File: src/rtl/boot_stall_pkg.sv
// Package: shared state and boot-mode encodings for the boot stall controller.
// Assumes: boot-mode field is two bits; code 11 is treated as host boot.
package boot_stall_pkg;

    localparam int MODE_W = 2;

    typedef enum logic [2:0] {
        ST_RESET       = 3'd0,
        ST_STALL_HOST  = 3'd1,
        ST_STALL_DEBUG = 3'd2,
        ST_STALL_COPY  = 3'd3,
        ST_RUN         = 3'd4
    } boot_state_t;

    typedef enum logic [MODE_W-1:0] {
        MODE_HOST     = 2'b00,
        MODE_DEBUG    = 2'b01,
        MODE_ROM      = 2'b10,
        MODE_HOST_ALT = 2'b11
    } boot_mode_t;

endpackage

File: src/rtl/boot_seq_fsm.sv
// Module: boot sequencing state machine.
// Captures the boot mode on the first released edge, walks one stall path
// and enters a terminal run state. Also drives the copy start pulse and the
// breakpoint arm. Assumes synchronous active-low reset and a registered flag input.
module boot_seq_fsm
    import boot_stall_pkg::*;
(
    input  logic                 clk,
    input  logic                 rst_n,
    input  logic [MODE_W-1:0]    boot_mode_i,
    input  logic                 flag_i,
    input  logic                 dbg_req_i,
    input  logic                 copy_done_i,
    output boot_state_t          state_o,
    output boot_mode_t           mode_o,
    output logic                 copy_start_o,
    output logic                 bp_arm_o,
    output logic                 dbg_set_o
);

    boot_state_t state_q, state_d;
    boot_mode_t  mode_q;
    logic        capture;

    assign capture   = (state_q == ST_RESET);
    assign dbg_set_o = (state_q == ST_STALL_DEBUG) && dbg_req_i;

    // Next-state selection per boot path.
    always_comb begin
        state_d = state_q;
        case (state_q)
            ST_RESET: begin
                case (boot_mode_t'(boot_mode_i))
                    MODE_DEBUG: state_d = ST_STALL_DEBUG;
                    MODE_ROM:   state_d = ST_STALL_COPY;
                    default:    state_d = ST_STALL_HOST;
                endcase
            end
            ST_STALL_HOST:  if (flag_i)      state_d = ST_RUN;
            ST_STALL_DEBUG: if (dbg_req_i)   state_d = ST_RUN;
            ST_STALL_COPY:  if (copy_done_i) state_d = ST_RUN;
            ST_RUN:         state_d = ST_RUN;
            default:        state_d = ST_RESET;
        endcase
    end

    // State register with synchronous reset.
    always_ff @(posedge clk) begin
        if (!rst_n) state_q <= ST_RESET;
        else        state_q <= state_d;
    end

    // Boot-mode capture on the first released edge only.
    always_ff @(posedge clk) begin
        if (!rst_n)       mode_q <= MODE_HOST;
        else if (capture) mode_q <= boot_mode_t'(boot_mode_i);
    end

    // One-cycle copy start when entering the ROM copy path.
    always_ff @(posedge clk) begin
        if (!rst_n) copy_start_o <= 1'b0;
        else        copy_start_o <= capture && (state_d == ST_STALL_COPY);
    end

    // Breakpoint arm: set on debugger release, held until reset.
    always_ff @(posedge clk) begin
        if (!rst_n)         bp_arm_o <= 1'b0;
        else if (dbg_set_o) bp_arm_o <= 1'b1;
    end

    assign state_o = state_q;
    assign mode_o  = mode_q;

    // captured mode holds once past the capture edge
    assert_mode_hold_R2: assert property (@(posedge clk) disable iff (!rst_n)
        (state_q != ST_RESET) |=> $stable(mode_q));

    // run state is terminal
    assert_run_terminal_R10: assert property (@(posedge clk) disable iff (!rst_n)
        (state_q == ST_RUN) |=> (state_q == ST_RUN));

    // copy start is a single-cycle pulse
    assert_copy_pulse_R6: assert property (@(posedge clk) disable iff (!rst_n)
        copy_start_o |=> !copy_start_o);

    // host path cannot leave stall without the flag
    assert_host_needs_flag_R3: assert property (@(posedge clk) disable iff (!rst_n)
        (state_q == ST_STALL_HOST && !flag_i) |=> (state_q == ST_STALL_HOST));

    // breakpoint is armed only once running
    assert_bp_when_run_R5: assert property (@(posedge clk) disable iff (!rst_n)
        bp_arm_o |-> (state_q == ST_RUN));

endmodule

File: src/rtl/release_flag.sv
// Module: host release / interrupt flag.
// Set-only from the host and the debugger auto-set, clear-only from the CPU;
// set wins over clear. Raises a one-cycle interrupt only for a set that
// arrives while the CPU runs and the flag is clear.
module release_flag (
    input  logic clk,
    input  logic rst_n,
    input  logic host_set_i,
    input  logic auto_set_i,
    input  logic cpu_clr_i,
    input  logic run_i,
    output logic flag_o,
    output logic irq_o
);

    logic set_req;

    assign set_req = host_set_i || auto_set_i;

    // Flag register: set has priority over clear.
    always_ff @(posedge clk) begin
        if (!rst_n)         flag_o <= 1'b0;
        else if (set_req)   flag_o <= 1'b1;
        else if (cpu_clr_i) flag_o <= 1'b0;
    end

    // Interrupt pulse for an accepted host set while running.
    always_ff @(posedge clk) begin
        if (!rst_n) irq_o <= 1'b0;
        else        irq_o <= run_i && host_set_i && !flag_o;
    end

    // any set leaves the flag high on the next cycle
    assert_set_wins_R8: assert property (@(posedge clk) disable iff (!rst_n)
        set_req |=> flag_o);

    // an interrupt pulse always accompanies a set flag
    assert_irq_flag_R9: assert property (@(posedge clk) disable iff (!rst_n)
        irq_o |-> flag_o);

    // interrupt pulse lasts one cycle
    assert_irq_pulse_R9: assert property (@(posedge clk) disable iff (!rst_n)
        irq_o |=> !irq_o);

endmodule

File: src/rtl/boot_stall_ctrl.sv
// Module: boot stall controller top.
// Joins the sequencing FSM and the release flag. Stall is high in every
// state except run. Assumes synchronous active-low reset on rst_n.
module boot_stall_ctrl
    import boot_stall_pkg::*;
(
    input  logic              clk,
    input  logic              rst_n,
    input  logic [MODE_W-1:0] boot_mode_i,
    input  logic              host_set_i,
    input  logic              cpu_clr_i,
    input  logic              dbg_req_i,
    input  logic              copy_done_i,
    output logic              cpu_stall_o,
    output logic              copy_start_o,
    output logic              bp_arm_o,
    output logic              rel_flag_o,
    output logic              cpu_irq_o
);

    boot_state_t state;
    boot_mode_t  mode;
    logic        dbg_set;
    logic        running;

    assign running     = (state == ST_RUN);
    assign cpu_stall_o = !running;

    boot_seq_fsm u_fsm (
        .clk          (clk),
        .rst_n        (rst_n),
        .boot_mode_i  (boot_mode_i),
        .flag_i       (rel_flag_o),
        .dbg_req_i    (dbg_req_i),
        .copy_done_i  (copy_done_i),
        .state_o      (state),
        .mode_o       (mode),
        .copy_start_o (copy_start_o),
        .bp_arm_o     (bp_arm_o),
        .dbg_set_o    (dbg_set)
    );

    release_flag u_flag (
        .clk        (clk),
        .rst_n      (rst_n),
        .host_set_i (host_set_i),
        .auto_set_i (dbg_set),
        .cpu_clr_i  (cpu_clr_i),
        .run_i      (running),
        .flag_o     (rel_flag_o),
        .irq_o      (cpu_irq_o)
    );

    // a stall drop in a non-host mode needs the mode's own event
    assert_mode_gate_R4: assert property (@(posedge clk) disable iff (!rst_n)
        ($fell(cpu_stall_o) && mode == MODE_ROM) |-> $past(copy_done_i));

    // debugger release only comes from a debugger request
    assert_dbg_gate_R7: assert property (@(posedge clk) disable iff (!rst_n)
        ($fell(cpu_stall_o) && mode == MODE_DEBUG) |-> $past(dbg_req_i));

endmodule

File: config.mk
export PLATFORM = sky130hd
export DESIGN_NAME = boot_stall_ctrl
export DESIGN_NICKNAME = d
export VERILOG_FILES = /design/src/rtl/boot_stall_pkg.sv /design/src/rtl/boot_seq_fsm.sv /design/src/rtl/release_flag.sv /design/src/rtl/boot_stall_ctrl.sv
export SDC_FILE = /design/constraint.sdc
export NUM_CORES = 1
export LEC_CHECK = 0
export BUFFER_PORTS_ARGS = -buffer_cell sky130_fd_sc_hd__buf_2
export CAP_MARGIN = 20
export CORE_AREA = 2 2 39 41
export CTS_BUF_LIST = sky130_fd_sc_hd__clkbuf_16
export CTS_CLUSTER_DIAMETER = 60
export CTS_CLUSTER_SIZE = 20
export DETAILED_ROUTE_END_ITERATION = 10
export DIE_AREA = 0 0 41 43
export PLACE_DENSITY = 0.55
export SLEW_MARGIN = 10
export SYNTH_ARGS = -nofsm -noshare
export SYNTH_HDL_FRONTEND = slang
export SYNTH_HIERARCHICAL = 1
export SYNTH_SLANG_ARGS = --single-unit
File: constraint.sdc
create_clock -name clk -period 2.2 [get_ports clk]
set_input_delay 0.55 -clock clk [delete_from_list [all_inputs] [get_ports clk]]
set_output_delay 0.55 -clock clk [all_outputs]
set_load 0.02 [all_outputs]
==> results of run 1 <==
[power breakdown]
group	switching [mW]	internal (mW)
logic	0.0331	0.0401
clock network	0.0691	0.236
registers	0.0239	0.143
total	0.126	0.420
[worst max-delay path: cells and delay by family (launching register included)]
kind          cells  cell delay (ns)
flops             1             0.39
buf+inv           1             0.16
simple gates      1             0.39
[state kept, by name (all words and copies together), names as in the netlist]
name / flops
u_flag/irq_o: 1
u_fsm/copy_start_o: 1
u_flag/flag_o: 1
u_fsm/state_o: 3
u_fsm/bp_arm_o: 1
[how the worst max path moves through the flow]
| stage | slack (ns) | depth (start not counted) | start | end |
|---|---|---|---|---|
| finish | 0.47 | 2 | u_fsm/state_o[1] | cpu_stall_o |
| global route | 0.44 | 2 | u_fsm/state_o[1] | cpu_stall_o |
| CTS | 0.47 | 2 | u_fsm/state_o[1] | cpu_stall_o |
| detailed placement | 0.64 | 4 | boot_mode_i[0] | u_fsm/copy_start_o |
| global placement | 0.66 | 4 | boot_mode_i[0] | u_fsm/copy_start_o |
| floorplan | 0.77 | 4 | boot_mode_i[1] | u_fsm/copy_start_o |
[layout make-up]
type,count,area [µm²],area share
clock inverters,1,3.75,0.00779
well taps,16,20.0,0.0416
clock buffers,3,75.1,0.156
repair buffers,12,60.1,0.125
multi-input cells,23,179,0.371
flip-flops and latches,7,140,0.291
inverters,1,3.75,0.00779
[through the flow]
stage               cell area [µm²]  hold WS, ns  instances  power [mW]
finish                          482        0.467         63       0.546
global route                    482        0.475         63       0.569
CTS                             482        0.465         63       0.551
detailed placement              403        0.448         59       0.242
global placement                403        0.445         59       0.242
floorplan                       342        0.575         33       0.228
[metal layers]
layer / up-vias / track usage
li1: 148 / -
met1: 120 / 0.122
met2: 6 / 0.103
met3: 2 / 0.0471
met4: 0 / 0.100
met5: - / 0
==> results.json, run 1 <==
{
  "outcome": "finished clean",
  "grt_max_degree": 12,
  "synthCells": 33,
  "core.rowCount": 14,
  "cts_setup_buffers": 0,
  "antennaDiodeCount": 0,
  "drc": 0,
  "hold_start": "u_fsm/bp_arm_o",
  "ios": 13,
  "die_h_um": 43,
  "clock_latency_ns": 0.23,
  "min_to": "u_fsm/bp_arm_o",
  "hold_class": "flip-flop to flip-flop",
  "finalSetupViolations": 0,
  "fill_cells": 147,
  "hpwl_um": 469,
  "rsz0062_at_grt": "no",
  "synth_warnings": 6,
  "power_leakage_nw": 0.221,
  "core-area_mm2": 0.00138,
  "detail_route.wirelength.met1_um": 326,
  "critPathKind": "flip-flop to primary output",
  "cts-root-buf": "clkbuf_16",
  "clockBufferDepth": 2,
  "synth_nets": 42,
  "synth_area_um2": 342,
  "crit_chain": "or3b_1 > buf_2",
  "antenna_found_initial": 0,
  "final.setup.tns_ns": 0,
  "end_kind": "primary output",
  "clock-sinks": 7,
  "hold_buffers": 0,
  "drtPass1Iterations": 4,
  "grt_pass1_vias": 249,
  "finalCriticalPeriod_ns": 1.73,
  "hold_depth": 1,
  "vias": 276,
  "fin_ws_ns": 0.474,
  "maxCapViolCount": 0,
  "die_w_um": 41,
  "portBuffers": 12,
  "place_congestion": 0.722,
  "max_stage_delay_ns": 0.39,
  "mostFrequentLayoutCell": "buf_2",
  "cts.reportedPaths.clkPinSlew_ns": 0.04,
  "cp.arrival_ns": 1.18,
  "fin_nets": 57,
  "drive_gt1_frac": 0.383,
  "fin_skew_ns": 0.000955,
  "overflow": 0,
  "slowest_stage": "dfxtp_1",
  "cts_resized": 0,
  "r2r_slack_ns": 0.99,
  "viasPerCell": 4.38,
  "htree_levels": 1,
  "cp-start-kind": "flip-flop",
  "dr_wl_met3_um": 38,
  "cp_max_fo": 11,
  "ir_drop_mv": 0.415,
  "wl_um": 651,
  "die_area_mm2": 0.00176,
  "track_usage": 0.0954,
  "grt_pass1_wl_mm": 1.06,
  "finalCritPeriodShare": 0.784,
  "slew-limit-headroom": 0.767,
  "power_density_mw_per_mm2": 1130,
  "drt-initial-drc-count": 3,
  "reg2reg_depth": 2,
  "area_growth_pct": 41.0,
  "timing.rr.start": "u_fsm/state_o[0]",
  "cp.required_ns": 1.65,
  "worst_pin_slew_ns": 0.349,
  "utilization": 0.348,
  "ant_nets": 0,
  "routedWlPerCell_um": 10.3,
  "regToRegEndpoint": "u_flag/flag_o",
  "start_util": 0.247,
  "layout_common_cells": "12 x buf_2, 7 x dfxtp_1, 3 x clkbuf_16, 3 x a21oi_1",
  "hold_viol": 0,
  "cts_tree": "done",
  "synth.avg_cell_area_um2": 10.4,
  "dpl_worst_slack_ns": 0.640,
  "routed-wl-met2_um": 277,
  "numCtsBuffers": 3,
  "top_layer": "met4",
  "drv_slew": 0,
  "max_freq_mhz": 580
}
Note: power is estimated with default switching activity, not from simulation.
==> run 2: changes to the inputs <==
==> constraint.sdc (replaced) <==
create_clock -name clk -period 1.6 [get_ports clk]
set_input_delay 0.4 -clock clk [delete_from_list [all_inputs] [get_ports clk]]
set_output_delay 0.4 -clock clk [all_outputs]
set_load 0.02 [all_outputs]
==> run 2 against run 1 <==
Against the previous run: sequential power rose by 29%; clock-buffer cell count did not move; core utilization is 1.1 points higher; clock skew about the same; register-to-register slack worse by 0.57 ns; worst setup slack got worse by 0.39 ns; first-iteration DRC count is 100% lower; cell area rose by 3.1%.
==> results.json, run 2 (same netlist as run 1, synthesis figures left out) <==
{
  "drc": 0,
  "maxCapViolCount": 0,
  "cp.required_ns": 1.20,
  "htree_levels": 1,
  "antenna_found_initial": 0,
  "die_w_um": 41,
  "cp.arrival_ns": 1.11,
  "crit_chain": "or3b_1 > buf_2",
  "portBuffers": 12,
  "core.rowCount": 14,
  "drv_slew": 0,
  "finalCriticalPeriod_ns": 1.51,
  "hold_viol": 0,
  "slowest_stage": "dfxtp_1",
  "routedWlPerCell_um": 9.82,
  "finalSetupViolations": 0,
  "power_leakage_nw": 0.231,
  "fin_skew_ns": 0.000739,
  "cts-root-buf": "clkbuf_16",
  "finalPower_uw": 756,
  "grt_max_degree": 11,
  "outcome": "finished clean",
  "dp.cells": 61,
  "vias": 287,
  "ir_drop_mv": 0.701,
  "cp-start-kind": "flip-flop",
  "drtPass1Iterations": 1,
  "clock_latency_ns": 0.23,
  "power_density_mw_per_mm2": 1520,
  "area_growth_pct": 45.4,
  "cts.reportedPaths.clkPinSlew_ns": 0.03,
  "antennaDiodeCount": 0,
  "wl_um": 638,
  "overflow": 0,
  "ios": 13,
  "largest_reg_flops": 3,
  "fin_nets": 59,
  "ant_nets": 0,
  "grt_pass1_wl_mm": 1.08,
  "cts_resized": 0,
  "slew-limit-headroom": 0.873,
  "viasPerCell": 4.42,
  "clockBufferDepth": 2,
  "max_freq_mhz": 662,
  "fin_ws_ns": 0.0892,
  "cts_tree": "done",
  "final.setup.tns_ns": 0,
  "drt-initial-drc-count": 0,
  "clock-sinks": 7,
  "finalCritPeriodShare": 0.944,
  "hold_class": "input pin to flip-flop",
  "layout_common_cells": "12 x buf_2, 7 x dfxtp_1, 3 x clkbuf_16, 3 x a21oi_1",
  "die_h_um": 43,
  "critPathKind": "flip-flop to primary output",
  "core-area_mm2": 0.00138,
  "dpl_worst_slack_ns": 0.200,
  "cts_setup_buffers": 0,
  "mostFrequentLayoutCell": "buf_2",
  "grt_pass1_vias": 267,
  "place_congestion": 0.747,
  "cp_max_fo": 6,
  "start_util": 0.247,
  "worst_pin_slew_ns": 0.186,
  "stdcell_count": 65,
  "max_stage_delay_ns": 0.37,
  "rsz0062_at_grt": "no",
  "drive_gt1_frac": 0.408,
  "hpwl_um": 494,
  "numCtsBuffers": 3,
  "end_kind": "primary output",
  "track_usage": 0.0947,
  "die_area_mm2": 0.00176,
  "hold_buffers": 0
}
-- run 2: changes by cell type in the layout (fill, tap and decap cells not counted), sizes merged --
cell | before | now
buf | 12 | 14
-- run 2: power breakdown --
group          total (mW)  switching, mW  internal, mW
combinational       0.129         0.0628        0.0660
sequential          0.215         0.0178         0.197
clock               0.413         0.0882         0.324
total               0.756          0.169         0.587
-- run 2: final timing paths --
path / startpoint / endpoint / slack, ns / cells after the start
setup / recovery: u_fsm/state_o[2] / cpu_stall_o / 0.09 / 2
hold / removal: host_set_i / u_flag/flag_o / 0.40 / 2
setup reg to reg: u_fsm/state_o[0] / u_fsm/state_o[2] / 0.42 / 4
hold reg to reg: u_fsm/bp_arm_o / u_fsm/bp_arm_o / 0.46 / 1
-- run 2: cell type report --
cell class,instances,area (µm²)
Multi-Input combinational cell,23,179
Inverter,1,3.75
Sequential cell,7,140
Timing Repair Buffer,14,75.1
Clock inverter,1,3.75
Fill cell,147,887
Clock buffer,3,75.1
Tap cell,16,20.0
-- run 2: per-layer routing --
metal  routed length [µm]  global-route usage
met5                    0                   0
met4                    0              0.0200
met3                   55              0.0785
met2                  293               0.131
met1                  289               0.110
-- run 2: metrics by stage --
step / hold slack [ns] / cell area (µm²) / util
4_1_cts: 0.408 / 497 / 0.359
5_1_grt: 0.413 / 497 / 0.359
2_1_floorplan: 0.517 / 342 / -
3_3_place_gp: 0.445 / 418 / 0.302
6_report: 0.405 / 497 / 0.359
3_5_place_dp: 0.452 / 418 / 0.302
-- run 2: worst max-delay path, delay by kind of cell, from the launching register on --
kind,cells,cell delay (ns)
flops,1,0.37
simple gates,1,0.35
buf+inv,1,0.16
